==> config.mk <==
export PLATFORM = sky130hd
export DESIGN_NAME = buck_mode_sel
export DESIGN_NICKNAME = d
export VERILOG_FILES = /design/src/rtl/buck_mode_pkg.sv /design/src/rtl/bms_sign_sampler.sv /design/src/rtl/bms_run_debounce.sv /design/src/rtl/bms_hyst_request.sv /design/src/rtl/buck_mode_sel.sv
export SDC_FILE = /design/constraint.sdc
export NUM_CORES = 1
export LEC_CHECK = 0
export ABC_AREA = 1
export BUFFER_PORTS_ARGS = -buffer_cell sky130_fd_sc_hd__buf_2
export CAP_MARGIN = 20
export CORE_AREA = 3 3 40 42
export CTS_CLUSTER_DIAMETER = 30
export DETAILED_ROUTE_END_ITERATION = 8
export DIE_AREA = 0 0 43 45
export SKIP_CTS_REPAIR_TIMING = 1
export SLEW_MARGIN = 20
export SYNTH_ARGS = -nofsm -noshare
export SYNTH_HDL_FRONTEND = slang
export SYNTH_SLANG_ARGS = --single-unit
==> constraint.sdc <==
create_clock -name clk -period 2.3 [get_ports clk]
set_input_delay 0.345 -clock clk [delete_from_list [all_inputs] [get_ports clk]]
set_output_delay 0.345 -clock clk [all_outputs]
set_load 0.1 [all_outputs]
==> src/rtl/buck_mode_pkg.sv <==
package buck_mode_pkg;
   typedef enum logic {
      MODE_PWM  = 1'b0,
      MODE_HYST = 1'b1
   } conv_mode_e;
endpackage

==> src/rtl/bms_sign_sampler.sv <==
module bms_sign_sampler #(
   parameter int SMP_STAGES = 1
) (
   input  logic clk,
   input  logic rst_n,
   input  logic strobe_in,
   input  logic pos_in,
   output logic tick_out,
   output logic pos_out
);
   initial assert (SMP_STAGES >= 1) else $error("SMP_STAGES must be at least 1");

   logic [SMP_STAGES-1:0] stb_sr;
   logic [SMP_STAGES-1:0] pos_sr;

   generate
      if (SMP_STAGES == 1) begin : g_single
         always_ff @(posedge clk or negedge rst_n) begin
            if (!rst_n) begin
               stb_sr <= '0;
               pos_sr <= '0;
            end else begin
               stb_sr <= strobe_in;
               pos_sr <= pos_in;
            end
         end
      end else begin : g_chain
         always_ff @(posedge clk or negedge rst_n) begin
            if (!rst_n) begin
               stb_sr <= '0;
               pos_sr <= '0;
            end else begin
               stb_sr <= {stb_sr[SMP_STAGES-2:0], strobe_in};
               pos_sr <= {pos_sr[SMP_STAGES-2:0], pos_in};
            end
         end
      end
   endgenerate

   assign tick_out = stb_sr[SMP_STAGES-1];
   assign pos_out  = pos_sr[SMP_STAGES-1];

   generate
      if (SMP_STAGES == 1) begin : g_chk
         AST_TICK_DELAY: assert property (@(posedge clk) disable iff (!rst_n)
            strobe_in |=> tick_out);
      end
   endgenerate
endmodule

==> src/rtl/bms_run_debounce.sv <==
module bms_run_debounce
   import buck_mode_pkg::*;
#(
   parameter int RUN_LEN = 8
) (
   input  logic       clk,
   input  logic       rst_n,
   input  logic       tick,
   input  logic       pos,
   input  logic       force_pwm,
   output conv_mode_e mode
);
   localparam int CNT_W = (RUN_LEN > 2) ? $clog2(RUN_LEN) : 1;
   localparam logic [CNT_W-1:0] LAST = CNT_W'(RUN_LEN - 1);

   initial assert (RUN_LEN >= 2) else $error("RUN_LEN must be at least 2");

   conv_mode_e       mode_q;
   logic [CNT_W-1:0] run_q;
   logic             demand_q;
   logic             want;

   // a sample supports a change when it points away from the current mode
   assign want = (mode_q == MODE_PWM) ? pos : ~pos;

   always_ff @(posedge clk or negedge rst_n) begin
      if (!rst_n) begin
         mode_q   <= MODE_PWM;
         run_q    <= '0;
         demand_q <= 1'b0;
      end else if (tick) begin
         demand_q <= force_pwm;
         if (demand_q || force_pwm) begin
            mode_q <= MODE_PWM;
            run_q  <= '0;
         end else if (want) begin
            if (run_q == LAST) begin
               mode_q <= (mode_q == MODE_PWM) ? MODE_HYST : MODE_PWM;
               run_q  <= '0;
            end else begin
               run_q <= run_q + 1'b1;
            end
         end else begin
            run_q <= '0;
         end
      end else begin
         demand_q <= demand_q | force_pwm;
         if (demand_q || force_pwm) run_q <= '0;
      end
   end

   assign mode = mode_q;

   AST_MODE_AT_TICK: assert property (@(posedge clk) disable iff (!rst_n)
      !tick |=> $stable(mode_q));
   AST_RUN_CLEAR: assert property (@(posedge clk) disable iff (!rst_n)
      force_pwm |=> (run_q == '0));
   AST_FORCED_PWM: assert property (@(posedge clk) disable iff (!rst_n)
      (tick && force_pwm) |=> (mode_q == MODE_PWM));
   AST_NO_OVERFLOW: assert property (@(posedge clk) disable iff (!rst_n)
      (run_q == LAST && tick && want && !force_pwm && !demand_q) |=> (run_q == '0));
endmodule

==> src/rtl/bms_hyst_request.sv <==
module bms_hyst_request #(
   parameter bit SET_WINS = 1'b1
) (
   input  logic clk,
   input  logic rst_n,
   input  logic active,
   input  logic below_low,
   input  logic above_high,
   output logic on_req
);
   logic req_q;
   logic req_d;

   generate
      if (SET_WINS) begin : g_set_prio
         always_comb begin
            if (below_low)       req_d = 1'b1;
            else if (above_high) req_d = 1'b0;
            else                 req_d = req_q;
         end
      end else begin : g_clr_prio
         always_comb begin
            if (above_high)     req_d = 1'b0;
            else if (below_low) req_d = 1'b1;
            else                req_d = req_q;
         end
      end
   endgenerate

   always_ff @(posedge clk or negedge rst_n) begin
      if (!rst_n)      req_q <= 1'b0;
      else if (!active) req_q <= 1'b0;
      else             req_q <= req_d;
   end

   assign on_req = req_q;

   AST_REQ_IDLE_PWM: assert property (@(posedge clk) disable iff (!rst_n)
      !active |=> !on_req);
   AST_REQ_HOLD: assert property (@(posedge clk) disable iff (!rst_n)
      (active && !below_low && !above_high) |=> (on_req == $past(on_req)));
endmodule

==> src/rtl/buck_mode_sel.sv <==
module buck_mode_sel
   import buck_mode_pkg::*;
#(
   parameter int RUN_LEN    = 8,
   parameter int SMP_STAGES = 1,
   parameter bit SET_WINS   = 1'b1
) (
   input  logic clk,
   input  logic rst_n,
   input  logic cyc_strobe,
   input  logic sw_pos,
   input  logic hyst_enable,
   input  logic ss_busy,
   input  logic code_moving,
   input  logic setpt_moving,
   input  logic vout_lt_floor,
   input  logic vout_lt_low,
   input  logic vout_gt_high,
   output logic cycle_tick,
   output logic hyst_mode,
   output logic hs_on_req
);
   logic       tick;
   logic       pos;
   logic       force_pwm;
   logic       in_hyst;
   conv_mode_e mode;

   bms_sign_sampler #(.SMP_STAGES(SMP_STAGES)) u_smp (
      .clk(clk), .rst_n(rst_n),
      .strobe_in(cyc_strobe), .pos_in(sw_pos),
      .tick_out(tick), .pos_out(pos)
   );

   assign in_hyst   = (mode == MODE_HYST);
   assign force_pwm = ~hyst_enable | ss_busy | code_moving | setpt_moving
                    | (in_hyst & vout_lt_floor);

   bms_run_debounce #(.RUN_LEN(RUN_LEN)) u_deb (
      .clk(clk), .rst_n(rst_n),
      .tick(tick), .pos(pos), .force_pwm(force_pwm),
      .mode(mode)
   );

   bms_hyst_request #(.SET_WINS(SET_WINS)) u_req (
      .clk(clk), .rst_n(rst_n),
      .active(in_hyst), .below_low(vout_lt_low), .above_high(vout_gt_high),
      .on_req(hs_on_req)
   );

   assign cycle_tick = tick;
   assign hyst_mode  = in_hyst;

   AST_HOLD_PWM: assert property (@(posedge clk) disable iff (!rst_n)
      (tick && (ss_busy || code_moving || setpt_moving)) |=> !hyst_mode);
   AST_FLOOR_ESCAPE: assert property (@(posedge clk) disable iff (!rst_n)
      (tick && hyst_mode && vout_lt_floor) |=> !hyst_mode);
endmodule

==> results of run 1 <==
-- power breakdown --
group          internal, W  total (W)  switching (W)  leakage (nW)
clock            0.0000593   0.000100      0.0000412        0.0138
combinational    0.0000109  0.0000280      0.0000171         0.160
sequential        0.000143   0.000146     0.00000259         0.102
-- stage by stage --
stage	setup WS, ps	cells
5_1_grt	688.9	79
4_1_cts	752.7	78
6_report	746.1	79
3_5_place_dp	1022	75
2_1_floorplan	763.8	47
3_3_place_gp	1030	75
-- worst max-delay path by stage --
stage / startpoint / to / slack [ps] / depth (start not counted)
6_report: u_smp.tick_out / cycle_tick / 750 / 1
5_1_grt: u_smp.tick_out / cycle_tick / 690 / 1
4_1_cts: u_smp.tick_out / cycle_tick / 750 / 1
3_5_place_dp: u_smp.tick_out / cycle_tick / 1020 / 1
3_3_place_gp: u_smp.tick_out / cycle_tick / 1030 / 1
2_1_floorplan: u_smp.tick_out / u_deb.mode / 760 / 5
-- placed cells by master (no fill, tap or decap), types with 2 or more instances in the layout --
master    count
clkbuf_4      3
inv_1         9
buf_2        13
nand3_1       2
ha_1          2
nand4_1       3
nand2_1      10
dfrtp_1       8
a21oi_1       4
nor2_1        6
-- flip-flops by register name (all words and copies together), names as in the netlist --
name / count
u_deb.run_q: 3
u_deb.demand_q: 1
u_deb.mode: 1
u_req.on_req: 1
u_smp.pos_out: 1
u_smp.tick_out: 1
-- logic make-up (layout without fill, tap and decap cells) --
logic type                 after synthesis  count (layout)  share of synthesized area, %
buffers and inverters                    9              26                         8.794
adders and majority gates                2               2                         6.514
and+or+nand+nor                         22              22                         24.76
DFF                                      8               8                         52.12
AOI/OAI and AO/OA                        6               6                         7.815
-- cell type report --
cell class | count | area, um2 | share of cell area, %
Clock buffer | 3 | 22.52 | 4.500
Tap cell | 15 | 18.77 | 3.750
Inverter | 9 | 33.78 | 6.750
Sequential cell | 8 | 200.2 | 40.00
Multi-Input combinational cell | 30 | 150.1 | 30.00
Timing Repair Buffer | 14 | 75.07 | 15.00
-- routing by layer --
layer | share of wire [%] | vias to the layer above
met5 | 0 | -
met1 | 48 | 160
li1 | - | 186
met4 | 0 | 0
met3 | 4.5 | 0
met2 | 47 | 6
==> results.yml, run 1 <==
clock_network:
  cts_buffers: 3
  clk_latency_ps: 250
  cts_buffer_depth: 2
  clock-sinks: 8
  cts_tree: "built"
  htree_levels: 1
  root_buffer: "clkbuf_4"
  path_clk_slew_ps: 50
yosys:
  yosysTopAreaCell: "dfrtp_1"
  synthArstFlopShare_pct: 100.0
  postSynthAreaPerCell_um2: 8.173
  syn_inst: 47
  post-synth-top-count-cell: "nand2_1"
  ys_seq_area_share_pct: 52.12
  netlist.area_leader.share_pct: 52.12
  synth_warnings: 0
  syn_area_um2: 384.1
  synth_seq_cells: 8
  synth_nets: 60
  synth.distinct_cells: 11
  synth_edf_count: 0
  synth_common_cells: "nand2_1 (10), inv_1 (9), dfrtp_1 (8), nor2_1 (6), a21oi_1 (4)"
  synth_flop_cell: "dfrtp_1"
  synthTopCellsByArea: "dfrtp_1 (52%), nand2_1 (9.8%), inv_1 (8.8%)"
setup_path:
  cp_max_fo: 9
  r2r_slack_ps: 1070
  rr_startpoint: "u_deb.run_q[0]"
  cp_top_family: "flip-flops"
  worst-path-buf-inv: 1
  required_ps: 1960
  rr_worst_depth: 7
  critPathLaunchType: "flop"
  cp_slowest_cell: "dfrtp_1"
  cp.arrival_ps: 1210
  r2r_end: "u_deb.mode"
  crit_type: "flop to primary output"
  end_kind: "primary output"
  cp_cell_sequence: "buf_2"
  crit_path_max_incr_delay_ps: 480
placement:
  numPortBuffers: 13
  hpwl_um: 617.5
  gp_congestion: 0.7841
  placed_cell_area_um2: 467.9
power_and_ir_drop:
  ir_worst_vdd_uv: 263.8
  finalPower_w: 0.0002742
  p_leak_nw: 0.2761
  pwr_density_cell_mw_per_mm2: 547.9
routing:
  wl_per_cell_um: 9.468
  drt_pass1_iterations: 4
  first_iter_violations: 3
  routed_wl_um: 748
  drc_errors: 0
  num_vias: 352
  ant_nets: 0
  via_per_inst: 4.456
die:
  initial_utilization_pct: 29.89
  die_h_um: 45
  dieArea_mm2: 0.001935
  die_w_um: 43
  coreArea_mm2: 0.001285
  rows: 13
  pin_count: 14
global_routing:
  grt_busiest_layer: "met2"
  use_met2_pct: 14.07
  grt_usage_pct: 9.251
  grt_max_degree: 10
  grt_pass1_wl_um: 1248
  first_global_vias: 312
  grtUsageMet3_pct: 4.781
  antenna_found_initial: 0
  met1_usage_pct: 10.42
  overflow: 0
sta:
  maxSlewViolCount: 0
  worst_pin_slew_ps: 485.3
  fmax_mhz: 643.6
  hold_slack_ps: 200.2
  fin_worst_skew_ps: 5.934
  tns_ps: 0
  max-slew-margin-rel_pct: 67.87
  period_minus_slack_ps: 1554
  hold_viol: 0
  period_share_pct: 67.56
  rsz0062_at_grt: "no"
  setup_viol: 0
cells_and_area:
  synthToLayoutAreaGrowth_pct: 30.29
  fin_nets: 79
  drive_gt1_share_pct: 26.56
  antenna_cells: 0
  fin_util_pct: 38.95
  nFillCells: 135
  fin_area_um2: 500.5
hold_path:
  holdPathStages: 1
  min_to: "u_smp.pos_out"
  hold_path.class: "input pin to flop"
  min_from: "sw_pos"
flow_run:
  maxCapViolCount: 0
status:
  status: "finished clean"
No activity file was read; power rests on OpenSTA's default activity.
==> run 2, diff against run 1 <==
==> constraint.sdc (replaced) <==
create_clock -name clk -period 1.25 [get_ports clk]
set_input_delay 0.1875 -clock clk [delete_from_list [all_inputs] [get_ports clk]]
set_output_delay 0.1875 -clock clk [all_outputs]
set_load 0.1 [all_outputs]
==> results.yml, run 2 (synthesized netlist as in run 1, its figures left out) <==
flow_run:
  maxCapViolCount: 0
sta:
  period_minus_slack_ps: 1165
  worst_pin_slew_ps: 196.4
  hold_slack_ps: 44.99
  maxSlewViolCount: 0
  rsz0062_at_grt: "no"
  fin_worst_skew_ps: 2.015
  setup_viol: 0
  hold_viol: 0
  fmax_mhz: 858.5
  period_share_pct: 93.18
  max-slew-margin-rel_pct: 86.90
  tns_ps: 0
setup_path:
  crit_path_max_incr_delay_ps: 400
  cp_top_family: "adder cells"
  crit_start: "u_deb.run_q[0]"
  end_kind: "flop"
  crit_type: "flop to flop"
  cp_max_fo: 2
  required_ps: 1420
  worst-path-buf-inv: 0
  r2r_slack_ps: 90
  cp_cell_sequence: "ha_2 > ha_4 > nand4_1 > a21oi_1"
  rr_startpoint: "u_deb.run_q[0]"
  cp_slowest_cell: "dfrtp_1"
  cp.arrival_ps: 1340
  critPathLaunchType: "flop"
routing:
  first_iter_violations: 6
  num_vias: 339
  routed_wl_um: 783
  wl_per_cell_um: 9.788
  via_per_inst: 4.238
  drc_errors: 0
  ant_nets: 0
  drt_pass1_iterations: 3
hold_path:
  min_from: "cyc_strobe"
  hold_path.class: "input pin to flop"
die:
  dieArea_mm2: 0.001935
  initial_utilization_pct: 29.89
  coreArea_mm2: 0.001285
  pin_count: 14
  rows: 13
  die_w_um: 43
  die_h_um: 45
power_and_ir_drop:
  p_leak_nw: 0.2836
  ir_worst_vdd_uv: 447.4
  combPwrFrac_pct: 11.1
  finalPower_w: 0.0005148
  p_seq_share_pct: 52.4
  clkPwrFrac_pct: 36.6
  intPower_w: 0.0003983
  switchingPower_w: 0.0001165
  swShare_pct: 22.63
  pwr_density_cell_mw_per_mm2: 892.5
cells_and_area:
  largest_reg_flops: 3
  drive_gt1_share_pct: 36.92
  largest_register: "u_deb.run_q"
  synthToLayoutAreaGrowth_pct: 50.16
  final_cell_mix: "buf_2 (10), inv_1 (9), nand2_1 (9), nor2_1 (6), dfrtp_1 (6)"
  antenna_cells: 0
  fin_nets: 80
  layout_commonest_cell: "buf_2"
  fin_util_pct: 44.89
clock_network:
  clock-sinks: 8
  path_clk_slew_ps: 50
  cts_buffers: 3
  htree_levels: 1
  root_buffer: "clkbuf_4"
  clk_latency_ps: 250
  cts_buffer_depth: 2
  cts_tree: "built"
global_routing:
  grt_usage_pct: 10.08
  first_global_vias: 314
  grt_max_degree: 10
  overflow: 0
  grt_pass1_wl_um: 1297
  antenna_found_initial: 0
status:
  status: "finished clean"
placement:
  hpwl_um: 630
  gp_congestion: 0.7446
  numPortBuffers: 13
-- run 2: area by class of cell --
| type | instances | area (um2) |
|---|---|---|
| repair buffers | 15 | 127.6 |
| inverters | 9 | 33.78 |
| multi-input cells | 30 | 171.4 |
| well taps | 15 | 18.77 |
| fillers | 123 | 708.2 |
| clock buffers | 3 | 22.52 |
| flip-flops and latches | 8 | 202.7 |
-- run 2: worst paths after layout --
path,endpoint,depth (start not counted)
setup / recovery,u_deb.run_q[2],4
hold / removal,u_smp.tick_out,1
setup reg to reg,u_deb.run_q[2],4
hold reg to reg,u_deb.run_q[1],3
max in group asynchronous,u_smp.tick_out,2
min in group asynchronous,u_deb.run_q[2],2
-- run 2: power by group through the flow --
| stage | clock, W | combinational (W) | sequential (W) |
|---|---|---|---|
| final | 0.000188 | 0.0000569 | 0.000270 |
| after global routing | 0.000220 | 0.0000628 | 0.000271 |
| after CTS | 0.000201 | 0.0000553 | 0.000269 |
| after detailed placement | 0 | 0.0000551 | 0.000273 |
| after global placement | 0 | 0.0000544 | 0.000273 |
| after floorplan | 0 | 0.0000134 | 0.000284 |
-- run 2: through the flow --
stage	worst slack (ps)	instance area, um2	cells
after floorplan	31.74	386.6	47
after global placement	70.08	515.5	75
after detailed placement	29.15	515.5	75
after CTS	15.99	538.0	78
after global routing	8.105	576.8	80
final	85.20	576.8	80
-- run 2: layer usage --
metal / track usage [%] / share of wire [%] / routed length (um) / vias up
met5: 0 / 0 / 0 / -
met4: 7.229 / 1.3 / 10 / 0
met3: 7.171 / 4.5 / 35 / 2
met2: 14.67 / 50 / 393 / 5
met1: 10.12 / 44 / 344 / 147
li1: - / - / - / 185
==> run 3, diff against run 2 <==
--- a/config.mk
+++ b/config.mk
@@ -8,10 +8,10 @@
 export ABC_AREA = 1
 export BUFFER_PORTS_ARGS = -buffer_cell sky130_fd_sc_hd__buf_2
 export CAP_MARGIN = 20
-export CORE_AREA = 3 3 40 42
+export CORE_AREA = 2 2 39 41
 export CTS_CLUSTER_DIAMETER = 30
 export DETAILED_ROUTE_END_ITERATION = 8
-export DIE_AREA = 0 0 43 45
+export DIE_AREA = 0 0 41 43
 export SKIP_CTS_REPAIR_TIMING = 1
 export SLEW_MARGIN = 20
 export SYNTH_ARGS = -nofsm -noshare
==> constraint.sdc (replaced) <==
create_clock -name clk -period 1.25 [get_ports clk]
set_input_delay 0.1875 -clock clk [delete_from_list [all_inputs] [get_ports clk]]
set_output_delay 0.1875 -clock clk [all_outputs]
set_load 0.02 [all_outputs]
==> results.yml, run 3 (synthesized netlist as in run 1, its figures left out) <==
status:
  status: "finished clean"
setup_path:
  cp_cell_sequence: "ha_2 > ha_2 > nand2_2 > nand2_1 > o21ai_1 > inv_1 > a21oi_2"
  cp_slowest_cell: "dfrtp_1"
  cp.arrival_ps: 1370
  cp_max_fo: 3
  crit_top_cell: "ha_2"
  rr_startpoint: "u_deb.run_q[0]"
  r2r_slack_ps: 60
  critPathLaunchType: "flop"
  crit_type: "flop to flop"
  r2r_end: "u_deb.mode"
  end_kind: "flop"
  rr_worst_depth: 7
  required_ps: 1430
  crit_path_max_incr_delay_ps: 390
clock_network:
  clk_latency_ps: 250
  cts_buffers: 3
  path_clk_slew_ps: 50
  htree_levels: 1
  clock-sinks: 8
  cts_tree: "built"
  cts_buffer_depth: 2
  root_buffer: "clkbuf_4"
sta:
  hold_viol: 0
  max-slew-margin-rel_pct: 80.05
  period_minus_slack_ps: 1188
  fin_worst_skew_ps: 2.115
  fmax_mhz: 842.1
  maxSlewViolCount: 0
  period_share_pct: 95.00
  setup_viol: 0
  tns_ps: 0
  worst_pin_slew_ps: 299.3
flow_run:
  maxCapViolCount: 0
placement:
  gp_congestion: 0.7290
  hpwl_um: 594.1
  numPortBuffers: 13
  placed_cell_area_um2: 469.2
cells_and_area:
  largest_register: "u_deb.run_q"
  antenna_cells: 0
  final_cell_mix: "buf_2 (13), inv_1 (9), nand2_1 (9), dfrtp_1 (8), nor2_1 (6)"
  largest_reg_flops: 3
  layout_commonest_cell: "buf_2"
  drive_gt1_share_pct: 32.81
  fin_area_um2: 513.0
  fin_nets: 79
  synthToLayoutAreaGrowth_pct: 33.55
die:
  die_w_um: 41
  initial_utilization_pct: 27.76
  coreArea_mm2: 0.001384
  pin_count: 14
  rows: 14
  dieArea_mm2: 0.001763
  die_h_um: 43
hold_path:
  min_from: "cyc_strobe"
  min_to: "u_smp.tick_out"
  hold_path.class: "input pin to flop"
  holdPathStages: 1
routing:
  via_per_inst: 4.463
  wl_per_cell_um: 10.08
  drc_errors: 0
  first_iter_violations: 3
  routed_wl_um: 806
  drt_pass1_iterations: 4
  ant_nets: 0
  num_vias: 357
power_and_ir_drop:
  pwr_density_cell_mw_per_mm2: 990.8
  ir_worst_vdd_uv: 452.1
  p_leak_nw: 0.2702
  finalPower_w: 0.0005083
global_routing:
  overflow: 0
  grt_pass1_wl_um: 1228
  antenna_found_initial: 0
  grt_usage_pct: 10.76
  grt_max_degree: 10
  first_global_vias: 306
run 3: cell count changes in the layout (fill, tap and decap cells not counted), sizes merged:
| cell | delta |
|---|---|
| buf | -1 |
run 3: critical path: cells and delay by family (launching register included):
| family | cells | cell delay, ps |
|---|---|---|
| AO/OA/AOI/OAI | 2 | 190 |
| adder cells (fa/ha/maj) | 2 | 340 |
| buffers and inverters | 1 | 60 |
| flip-flops | 1 | 390 |
| AND/OR/NAND/NOR | 2 | 130 |
run 3: per-stage QoR:
stage	instances	util (%)	setup WS [ps]	hold WS, ps
floorplan	47	-	103.3	-108.1
global placement	76	33.91	25.70	42.85
detailed placement	76	33.91	39.80	43.42
CTS	79	35.53	12.49	-236.8
global route	80	37.07	-38.49	23.19
finish	80	37.07	62.45	36.09
run 3: per-layer routing:
layer	vias up	global-route usage [%]	part of all wire (%)
met1	161	15.33	42
met3	5	3.141	4.5
met4	0	8.000	3.1
met2	9	13.13	50
met5	-	0	0
li1	182	-	-
run 3: power breakdown:
group	leakage, nW	total [W]	internal (W)	switching [W]
registers	0.102	0.000268	0.000263	0.00000531
clock network	0.0138	0.000198	0.000110	0.0000885
logic	0.154	0.0000414	0.0000202	0.0000212
run 3: worst max path at each step:
stage	endpoint	cells past startpoint	slack (ps)	startpoint
floorplan	u_deb.mode	7	100	u_deb.run_q[0]
global placement	u_deb.mode	7	30	u_deb.run_q[0]
CTS	u_deb.mode	7	10	u_deb.run_q[0]
detailed placement	u_deb.mode	7	40	u_deb.run_q[0]
global route	u_deb.mode	7	-40	u_deb.run_q[1]
finish	u_deb.mode	7	60	u_deb.run_q[0]
run 3: area by class of cell:
type	instances	area [um2]
clock buffers	3	22.52
fillers	147	870.8
inverters	9	33.78
multi-input cells	30	161.4
flip-flops and latches	8	200.2
well taps	16	20.02
repair buffers	14	75.07
